### config.mk
export PLATFORM = sky130hd
export DESIGN_NAME = ser_frame_fmt
export DESIGN_NICKNAME = d
export VERILOG_FILES = /design/src/rtl/ser_frame_fmt.sv
export SDC_FILE = /design/constraint.sdc
export NUM_CORES = 1
export LEC_CHECK = 0
export ABC_AREA = 1
export BUFFER_PORTS_ARGS = -buffer_cell sky130_fd_sc_hd__buf_2
export CAP_MARGIN = 20
export CELL_PAD_IN_SITES_DETAIL_PLACEMENT = 1
export CELL_PAD_IN_SITES_GLOBAL_PLACEMENT = 1
export CORE_ASPECT_RATIO = 0.8
export CORE_UTILIZATION = 42
export CTS_CLUSTER_SIZE = 16
export DETAILED_ROUTE_END_ITERATION = 10
export GPL_TIMING_DRIVEN = 0
export PLACE_DENSITY = 0.78
export SLEW_MARGIN = 20
export SYNTH_ARGS = -nofsm -noshare
export SYNTH_HDL_FRONTEND = slang
export SYNTH_SLANG_ARGS = --single-unit
### constraint.sdc
create_clock -name clk -period 1.9 [get_ports clk]
set_input_delay 0 -clock clk [delete_from_list [all_inputs] [get_ports clk]]
set_output_delay 0 -clock clk [all_outputs]
set_load 0.01 [all_outputs]
### src/rtl/ser_frame_fmt.sv
module ser_frame_fmt #(
  parameter int OVS = 16
) (
  input  logic       clk,
  input  logic       rst_n,
  input  logic       bit_tick,
  input  logic       reg_we,
  input  logic [7:0] reg_wdata,
  output logic [7:0] reg_rdata,
  input  logic       cfg_seven,
  input  logic       cfg_par_en,
  input  logic       cfg_par_odd,
  input  logic [7:0] tx_data,
  input  logic       tx_load,
  output logic       tx_ready,
  output logic       txd,
  input  logic       rxd,
  output logic [7:0] rx_data,
  output logic       rx_valid,
  output logic       rx_perr,
  output logic       rx_ferr
);
  localparam int PW = $clog2(OVS);
  localparam logic [PW-1:0] PH_LAST = PW'(OVS - 1);
  localparam logic [PW-1:0] PH_MID = PW'(OVS / 2 - 1);

  function automatic logic [7:0] rev8(input logic [7:0] v);
    logic [7:0] r;
    for (int i = 0; i < 8; i++) r[i] = v[7-i];
    return r;
  endfunction

  logic m_dir, m_inv, m_imode;
  logic unused_wbits;
  assign unused_wbits = ^{reg_wdata[7:4], reg_wdata[1]};

  always_ff @(posedge clk) begin
    if (!rst_n) begin
      m_dir <= 1'b0;
      m_inv <= 1'b0;
      m_imode <= 1'b0;
    end else if (reg_we) begin
      m_dir <= reg_wdata[3];
      m_inv <= reg_wdata[2];
      m_imode <= reg_wdata[0];
    end
  end

  assign reg_rdata = {4'hF, m_dir, m_inv, 1'b1, m_imode};

  p_mode_hold_r1: assert property (@(posedge clk) disable iff (!rst_n)
    !$past(reg_we) |-> $stable(reg_rdata));

  logic [3:0] last_ix;
  assign last_ix = (cfg_seven ? 4'd8 : 4'd9) + {3'b000, cfg_par_en};

  logic [7:0] hold;
  logic hold_full;
  logic [7:0] tx_inv, tx_ord;
  logic tx_par;
  logic [10:0] frm_n;
  logic tx_busy;
  logic [10:0] tx_frm;
  logic [3:0] tx_bidx, tx_last;
  logic [PW-1:0] tx_ph;

  assign tx_inv = m_inv ? ~hold : hold;
  assign tx_ord = cfg_seven ? {1'b0, tx_inv[6:0]} : (m_dir ? rev8(tx_inv) : tx_inv);
  assign tx_par = (cfg_seven ? ^tx_inv[6:0] : ^tx_inv) ^ cfg_par_odd;

  always_comb begin
    frm_n = '1;
    frm_n[0] = 1'b0;
    if (cfg_seven) begin
      frm_n[7:1] = tx_ord[6:0];
      if (cfg_par_en) frm_n[8] = tx_par;
    end else begin
      frm_n[8:1] = tx_ord;
      if (cfg_par_en) frm_n[9] = tx_par;
    end
  end

  always_ff @(posedge clk) begin
    if (!rst_n) begin
      hold <= '0;
      hold_full <= 1'b0;
      tx_busy <= 1'b0;
      tx_frm <= '1;
      tx_bidx <= '0;
      tx_last <= '0;
      tx_ph <= '0;
    end else begin
      if (tx_load && !hold_full) begin
        hold <= tx_data;
        hold_full <= 1'b1;
      end
      if (bit_tick) begin
        if (tx_busy) begin
          if (tx_ph == PH_LAST) begin
            tx_ph <= '0;
            if (tx_bidx == tx_last) tx_busy <= 1'b0;
            else tx_bidx <= tx_bidx + 4'd1;
          end else begin
            tx_ph <= tx_ph + 1'b1;
          end
        end else if (hold_full && !m_imode) begin
          tx_busy <= 1'b1;
          tx_frm <= frm_n;
          tx_last <= last_ix;
          tx_bidx <= '0;
          tx_ph <= '0;
          hold_full <= 1'b0;
        end
      end
    end
  end

  assign txd = tx_busy ? tx_frm[tx_bidx] : 1'b1;
  assign tx_ready = !hold_full;

  p_load_fills_r9: assert property (@(posedge clk) disable iff (!rst_n)
    tx_load && tx_ready |=> !tx_ready);
  p_start_needs_byte_r10: assert property (@(posedge clk) disable iff (!rst_n)
    $rose(tx_busy) |-> $past(hold_full) && !$past(m_imode));
  p_start_bit_low_r2: assert property (@(posedge clk) disable iff (!rst_n)
    $rose(tx_busy) |-> !txd);

  logic rx_s1, rx_s, rx_prev, rx_busy;
  logic [PW-1:0] rx_ph;
  logic [3:0] rx_bidx;
  logic [8:0] rx_raw;
  logic [7:0] rx_byte;
  logic rx_pbit, rx_pcalc;

  assign rx_byte = cfg_seven ? {1'b0, rx_raw[6:0] ^ {7{m_inv}}}
                             : ((m_dir ? rev8(rx_raw[7:0]) : rx_raw[7:0]) ^ {8{m_inv}});
  assign rx_pbit = cfg_seven ? rx_raw[7] : rx_raw[8];
  assign rx_pcalc = (cfg_seven ? ^rx_raw[6:0] : ^rx_raw[7:0]) ^ cfg_par_odd;

  always_ff @(posedge clk) begin
    if (!rst_n) begin
      rx_s1 <= 1'b1;
      rx_s <= 1'b1;
      rx_prev <= 1'b0;
      rx_busy <= 1'b0;
      rx_ph <= '0;
      rx_bidx <= '0;
      rx_raw <= '0;
      rx_data <= '0;
      rx_valid <= 1'b0;
      rx_perr <= 1'b0;
      rx_ferr <= 1'b0;
    end else begin
      rx_s1 <= rxd;
      rx_s <= rx_s1;
      rx_valid <= 1'b0;
      if (bit_tick) begin
        rx_prev <= rx_s;
        if (!rx_busy) begin
          if (rx_prev && !rx_s && !m_imode) begin
            rx_busy <= 1'b1;
            rx_ph <= '0;
            rx_bidx <= '0;
          end
        end else begin
          rx_ph <= rx_ph + 1'b1;
          if (rx_ph == PH_MID) begin
            if (rx_bidx == 4'd0) begin
              if (rx_s) rx_busy <= 1'b0;
              else rx_bidx <= 4'd1;
            end else if (rx_bidx == last_ix) begin
              rx_busy <= 1'b0;
              rx_valid <= 1'b1;
              rx_data <= rx_byte;
              rx_perr <= cfg_par_en && (rx_pbit != rx_pcalc);
              rx_ferr <= !rx_s;
            end else begin
              rx_raw[rx_bidx - 4'd1] <= rx_s;
              rx_bidx <= rx_bidx + 4'd1;
            end
          end
        end
      end
    end
  end

  p_valid_pulse_r8: assert property (@(posedge clk) disable iff (!rst_n)
    rx_valid |=> !rx_valid);
  p_perr_needs_par_r7: assert property (@(posedge clk) disable iff (!rst_n)
    rx_valid && !$past(cfg_par_en) |-> !rx_perr);
  p_rx_start_gated_r10: assert property (@(posedge clk) disable iff (!rst_n)
    $rose(rx_busy) |-> !$past(m_imode));
endmodule

==> results of run 1 <==
==> per-layer routing <==
metal / share of wire, % / global-route usage [%] / up-vias
met5: 0 / 0 / -
li1: - / - / 1771
met4: 1.5 / 7.32 / 0
met1: 49 / 30.5 / 1666
met2: 47 / 41.6 / 56
met3: 2.7 / 4.84 / 13
==> sequential cells by signal, summed over array words and instances, names as in the netlist, 3 cells and up <==
register and cells:
rx_bidx 4, tx_ph 4, rx_data 8, hold 8
rx_raw 9, tx_bidx 4, rx_ph 4, tx_last 3
tx_frm 10
==> repair_timing <==
action                     4_1_cts  5_1_grt
pin swaps                        1        4
setup endpoints to repair       16       24
hold endpoints to repair        14        0
hold buffers                    15        0
resized for setup                3       13
setup buffers                    1        5
==> area by class of cell <==
cell class	count	area, sq um
Buffer	22	134
Clock inverter	2	10.0
Fill cell	1061	3770
Timing Repair Buffer	56	370
Inverter	53	204
Tap cell	108	135
Clock buffer	14	173
Sequential cell	66	1330
Multi-Input combinational cell	365	2000
==> worst max-delay path, cell delays in order, from the launching register on <==
cell and delay (ps):
sky130_fd_sc_hd__dfxtp_4 390, sky130_fd_sc_hd__inv_2 80, sky130_fd_sc_hd__ha_4 170, sky130_fd_sc_hd__nand2_1 110
sky130_fd_sc_hd__nor2_4 70, sky130_fd_sc_hd__nor3_4 260, sky130_fd_sc_hd__nand2_4 130, sky130_fd_sc_hd__buf_6 170
sky130_fd_sc_hd__a21oi_1 160, sky130_fd_sc_hd__nor2_1 60
==> layout by cell type (no fill, tap or decap), drive strengths merged, types with 3 or more instances in the layout <==
cell / synthesis / final
nand2: 97 / 97
nor2: 69 / 69
dfxtp: 66 / 66
buf: 16 / 57
inv: 51 / 51
a21oi: 47 / 47
o21ai: 46 / 46
nand3: 31 / 31
clkbuf: 6 / 20
xor2: 16 / 16
dlygate4sd3: 0 / 15
xnor2: 14 / 14
ha: 10 / 10
o32a: 6 / 6
conb: 1 / 5
clkinv: 2 / 4
or2: 3 / 3
a211oi: 3 / 3
nor3: 3 / 3
==> cell families after synthesis <==
kind of cell	after synthesis
DFF	66
AOI/OAI and AO/OA	110
adders and majority gates	10
other	1
and+or+nand+nor	210
xor gates and xnor gates	30
buffers and inverters	75
==> report_power, final <==
part           total [mW]  leakage [nW]  switching [mW]  internal, mW
combinational       0.451          1.29           0.271         0.180
sequential           1.48         0.539          0.0516          1.43
clock                1.11        0.0965           0.534         0.578
==> worst min path at each step <==
| stage | start | to | slack (ps) | cells past startpoint |
|---|---|---|---|---|
| 6_report | tx_data[1] | hold[1] | 20 | 3 |
| 5_1_grt | tx_data[1] | hold[1] | 6 | 3 |
| 4_1_cts | tx_data[1] | hold[1] | 10 | 3 |
| 3_5_place_dp | rxd | rx_s1 | 190 | 2 |
| 3_3_place_gp | rxd | rx_s1 | 190 | 2 |
| 2_1_floorplan | bit_tick | rx_prev | 100 | 1 |
==> stage by stage <==
step	TNS (ps)	power [mW]	utilization [%]
finish	0	3.04	53.6
global route	0	3.19	53.6
CTS	0	3.07	52.7
detailed placement	-869	1.93	48.5
global placement	-23.7	1.91	48.5
floorplan	0	1.80	-
==> results.yml, run 1 <==
sta:
  rsz0062_at_grt: "false"
  tightest_slew_ps: 578
  slew_viol_final: 0
  maxSlewHeadroom_pct: 61.5
  layout_worst_path_cycle_share_pct: 91.3
  worst_setup_skew_after_layout_ps: 11.0
  hold_violations: 0
  setup_viol: 0
  whs_ps: 18.5
  final_critical_path_setup_slack_ps: 165
  finalCriticalPeriod_ps: 1730
  maxClockFrequency_mhz: 577
synthesis:
  synthDistinctLibCells: 43
  synthesis.area_per_instance_sq_um: 7.20
  largest_family_of_logic_cells_by_synthesized_area: "simple AND/OR/NAND/NOR gates"
  synth.top_cells.by_area: "sky130_fd_sc_hd__dfxtp_1, sky130_fd_sc_hd__nand2_1, sky130_fd_sc_hd__nor2_1"
  post-synth-top-count-cell: "sky130_fd_sc_hd__nand2_1"
  synth-adder-area-share_pct: 3.46
  synth-xor-area-share_pct: 7.27
  seq_total_area_yosys_pct: 36.6
  synth_largest_area_cell: "sky130_fd_sc_hd__dfxtp_1"
  synth-edff-count: 0
  synth_compound_gate_area_share_pct: 17.0
  synth_simple_gate_area_share_pct: 26.4
  synth_common_cells: "sky130_fd_sc_hd__nand2_1, sky130_fd_sc_hd__dfxtp_1, sky130_fd_sc_hd__nor2_1"
  synth-async-reset-ratio_pct: 0
  postSynth.topFlopCell: "sky130_fd_sc_hd__dfxtp_1"
  syn_area_sq_um: 3610
  post_synth_inst_count: 502
  synth_mux_area_share_pct: 0
  synth.ff_latch_count: 66
  synth.yosys.warnings: 0
  synth.top_cell.area_share_pct: 36.6
clock_network:
  clk_root_buffer_cell: "sky130_fd_sc_hd__clkbuf_8"
  cts-htree-levels: 3
  clock_path_buffers: 2
  clk_transition_reported_paths_ps: 70
  tritoncts.num_buffers: 9
  tritoncts: "built"
  clk-insertion-delay-late_ps: 350
  cts_sinks: 66
drt:
  post_drt_wl_per_cell_um: 14.7
  dr.first_iter.drc_count: 117
  routed_wl_um: 10100
  route.vias.total: 3506
  drtPass1Iterations: 4
  drt.antenna.violating_nets: 0
  drcViolationCount: 0
  avgViaCountPerCell: 5.11
grt:
  maximum_number_of_pins_on_one_net_before_global_route_repair: 11
  number_of_global_route_vias_before_repair: 3515
  grt_overflow: 0
  grt_first_pass_wirelength_um: 16800
  antenna_found_initial: 0
  globalRouteTotalUtil_pct: 24.1
place:
  hpwlAfterDp_um: 7520
  detailedPlace.worstSlack_ps: -76.3
  numPlacedInstances: 649
  place.port_buffers: 35
  placement.cell_area_sq_um: 3940
  place.gp.congestion: 0.787
power_and_ir_drop:
  pwr_density_cell_nw_per_um2: 698
  worst_case_vdd_ir_drop_mv: 0.527
  power.static_leakage_nw: 1.93
cells_and_area:
  area.growth.synth_to_final_pct: 20.7
  post_layout_nonfiller_instances: 686
  antennaDiodeCount: 0
  design.final.nets: 608
  post-route-cell-area_sq_um: 4360
  post_route_cells_drive_above_1_share_pct: 18.9
worst_setup_path:
  worst-setup-path-type: "register to register"
  worstSetupEndpoint: "rx_data[7]"
  nature_of_the_critical_path_startpoint: "register"
  critical_path.reg2reg.endpoint: "rx_data[7]"
  reg2reg_setup_slack_ps: 170
  critical_path.endpoint_type: "register"
  critical_path_peak_fanout: 10
  cp_data_arrival_time_ps: 1950
  worst_setup_path_startpoint: "rx_bidx[1]"
  worst-r2r-cell-count: 9
  worstPathRequired_ps: 2120
  critical_path.reg2reg.startpoint: "rx_bidx[1]"
die:
  core_area_sq_um: 8130
  initial_cell_density_of_the_core_pct: 44.5
  placement_rows: 29
  dieArea_sq_um: 8980
  floorplan.io_pins: 46
  die_w_um: 106
  chipHeight_um: 85.0
run_status:
  status: "finished, final reports clean"
min_path:
  min_path_type: "primary input to register"
run:
  timing.max_cap.violations: 0
(Power assumes the default switching activity.)
==> inputs of run 2 (changes only) <==
--- a/config.mk
+++ b/config.mk
@@ -16,6 +16,7 @@
 export DETAILED_ROUTE_END_ITERATION = 10
 export GPL_TIMING_DRIVEN = 0
 export PLACE_DENSITY = 0.78
+export RECOVER_POWER = 100
 export SLEW_MARGIN = 20
 export SYNTH_ARGS = -nofsm -noshare
 export SYNTH_HDL_FRONTEND = slang
==> run 2 against run 1 <==
Worst setup slack improved by 3.0 ps; combinational power is 1% lower; clock power about the same; sequential power is essentially flat; sequential share of layout area up 0.30 points; worst hold slack got worse by 1.4 ps; final area fell by 0.98%; clock skew grew 1.6 ps; highest routed layer unchanged.
==> results.yml, run 2 (synthesis gave the netlist of run 1 again) <==
run:
  timing.max_cap.violations: 0
drt:
  dr.first_iter.drc_count: 107
  post_drt_wl_per_cell_um: 14.7
  drtPass1Iterations: 4
  avgViaCountPerCell: 5.10
  drt.antenna.violating_nets: 0
  route.vias.total: 3502
  routed_wl_um: 10100
  drcViolationCount: 0
worst_setup_path:
  worst-setup-path-type: "register to register"
  critical_path_peak_fanout: 10
  worstPathRequired_ps: 2120
  reg2reg_setup_slack_ps: 170
  worst-r2r-cell-count: 9
  critical_path.reg2reg.endpoint: "rx_data[7]"
  crit_path_max_incr_delay_ps: 390
  critical_path.endpoint_type: "register"
  crit_chain: "inv_2 > ha_4 > nand2_1 > nor2_4 > nor3_4 > nand2_4 > buf_6 > a21oi_1 > nor2_1"
  nature_of_the_critical_path_startpoint: "register"
  critical_path.reg2reg.startpoint: "rx_bidx[1]"
  slowest_library_cell_on_the_worst_path: "sky130_fd_sc_hd__dfxtp_4"
  cp_data_arrival_time_ps: 1950
min_path:
  timing.hold.worst.start: "tx_data[1]"
  min_delay_path_depth: 3
  min_path_type: "primary input to register"
  timing.hold.worst_endpoint: "hold[1]"
power_and_ir_drop:
  power.switching_fraction_pct: 28.2
  worst_case_vdd_ir_drop_mv: 0.524
  power.static_leakage_nw: 1.86
  power.combinational.fraction_pct: 14.6
  p_clk_share_pct: 36.7
  total_switching_power_uw: 857
  pwr-share-seq_pct: 48.7
  intPower_mw: 2.18
  pwr_density_cell_nw_per_um2: 704
sta:
  maxClockFrequency_mhz: 578
  layout_worst_path_cycle_share_pct: 91.1
  maxSlewHeadroom_pct: 60.5
  rsz0062_at_grt: "false"
  final_critical_path_setup_slack_ps: 168
  tightest_slew_ps: 592
  worst_setup_skew_after_layout_ps: 12.6
  hold_violations: 0
  finalCriticalPeriod_ps: 1730
  slew_viol_final: 0
  setup_viol: 0
grt:
  antenna_found_initial: 0
  grt_overflow: 0
  number_of_global_route_vias_before_repair: 3515
  globalRouteTotalUtil_pct: 24.1
  maximum_number_of_pins_on_one_net_before_global_route_repair: 11
  grt_first_pass_wirelength_um: 16800
clock_network:
  tritoncts.num_buffers: 9
  clock_path_buffers: 2
  clk_root_buffer_cell: "sky130_fd_sc_hd__clkbuf_8"
  cts-htree-levels: 3
  clk_transition_reported_paths_ps: 70
  tritoncts: "built"
  clk-insertion-delay-late_ps: 350
  cts_sinks: 66
cells_and_area:
  layout_top_registers: "tx_frm x10, rx_raw x9"
  filler_cell_count: 1070
  multi_input_area_sq_um: 1980
  layout_commonest_cell: "sky130_fd_sc_hd__nand2_1"
  design.final.nets: 608
  antennaDiodeCount: 0
  area.growth.synth_to_final_pct: 19.5
  largest_reg_flops: 10
  largest_reg_by_ff_count: "tx_frm"
  post_layout_nonfiller_instances: 686
  seq_area_sq_um: 1330
  post_route_cells_drive_above_1_share_pct: 15.2
  most-common-layout-cells: "sky130_fd_sc_hd__nand2_1, sky130_fd_sc_hd__nor2_1, sky130_fd_sc_hd__dfxtp_1"
place:
  hpwlAfterDp_um: 7520
  detailedPlace.worstSlack_ps: -76.3
  numPlacedInstances: 649
  place.gp.congestion: 0.787
  place.port_buffers: 35
die:
  die_w_um: 106
  core_area_sq_um: 8130
  placement_rows: 29
  chipHeight_um: 85.0
  dieArea_sq_um: 8980
  initial_cell_density_of_the_core_pct: 44.5
  floorplan.io_pins: 46
run_status:
  status: "finished, final reports clean"
## run 2: worst max-delay path, delay by kind of cell (launching register included)
kind	cells	cell delay (ps)
AOI/OAI and AO/OA	1	160
adders and majority gates	1	170
buffers and inverters	2	250
DFF	1	390
and+or+nand+nor	5	630
## run 2: area by class of cell
class / count / area share, %
inverters: 53 / 4.72
clock buffers: 14 / 4.00
multi-input cells: 365 / 46.0
repair buffers: 56 / 8.11
well taps: 108 / 3.13
flip-flops and latches: 66 / 30.8
clock inverters: 2 / 0.232
plain buffers: 22 / 3.04
## run 2: power groups by stage
stage	clock [mW]	sequential (mW)	combinational [mW]
after detailed placement	0	1.51	0.416
final	1.11	1.48	0.445
after global placement	0	1.51	0.401
after CTS	1.15	1.48	0.445
after global routing	1.20	1.49	0.498
after floorplan	0	1.49	0.303
## run 2: how the worst max path moves through the flow
stage | startpoint | end | slack (ps) | depth (start not counted)
detailed placement | rx_bidx[0] | rx_raw[2] | -80 | 9
global placement | rx_bidx[0] | rx_raw[5] | -8 | 10
CTS | rx_bidx[1] | rx_data[6] | 10 | 9
finish | rx_bidx[1] | rx_data[7] | 170 | 9
floorplan | rx_bidx[0] | rx_raw[5] | 230 | 10
global route | bit_tick | tx_bidx[2] | 30 | 13
## run 2: what timing repair did
item | 4_1_cts | 5_1_grt
hold buffers | 15 | 0
setup buffers | 1 | 5
endpoints found under the setup margin | 16 | 24
hold endpoints to repair | 14 | 0
pin swaps | 1 | 4
resized for setup | 3 | 13
## run 2: routing by layer
| metal | track usage, % | vias to the layer above | share of wire, % |
|---|---|---|---|
| met5 | 0 | - | 0 |
| met4 | 7.32 | 0 | 1.5 |
| met3 | 4.84 | 13 | 3.7 |
| met2 | 41.6 | 58 | 47 |
| met1 | 30.5 | 1663 | 48 |
| li1 | - | 1768 | - |
## run 2: metrics by stage
stage | area [sq um] | setup TNS [ps] | util (%) | hold slack (ps) | power, mW
floorplan | 3630 | 0 | - | 99.0 | 1.80
global placement | 3940 | -23.7 | 48.5 | 188 | 1.91
detailed placement | 3940 | -869 | 48.5 | 195 | 1.93
CTS | 4280 | 0 | 52.7 | 11.3 | 3.07
global route | 4320 | 0 | 53.1 | 6.20 | 3.18
finish | 4320 | 0 | 53.1 | 17.1 | 3.04
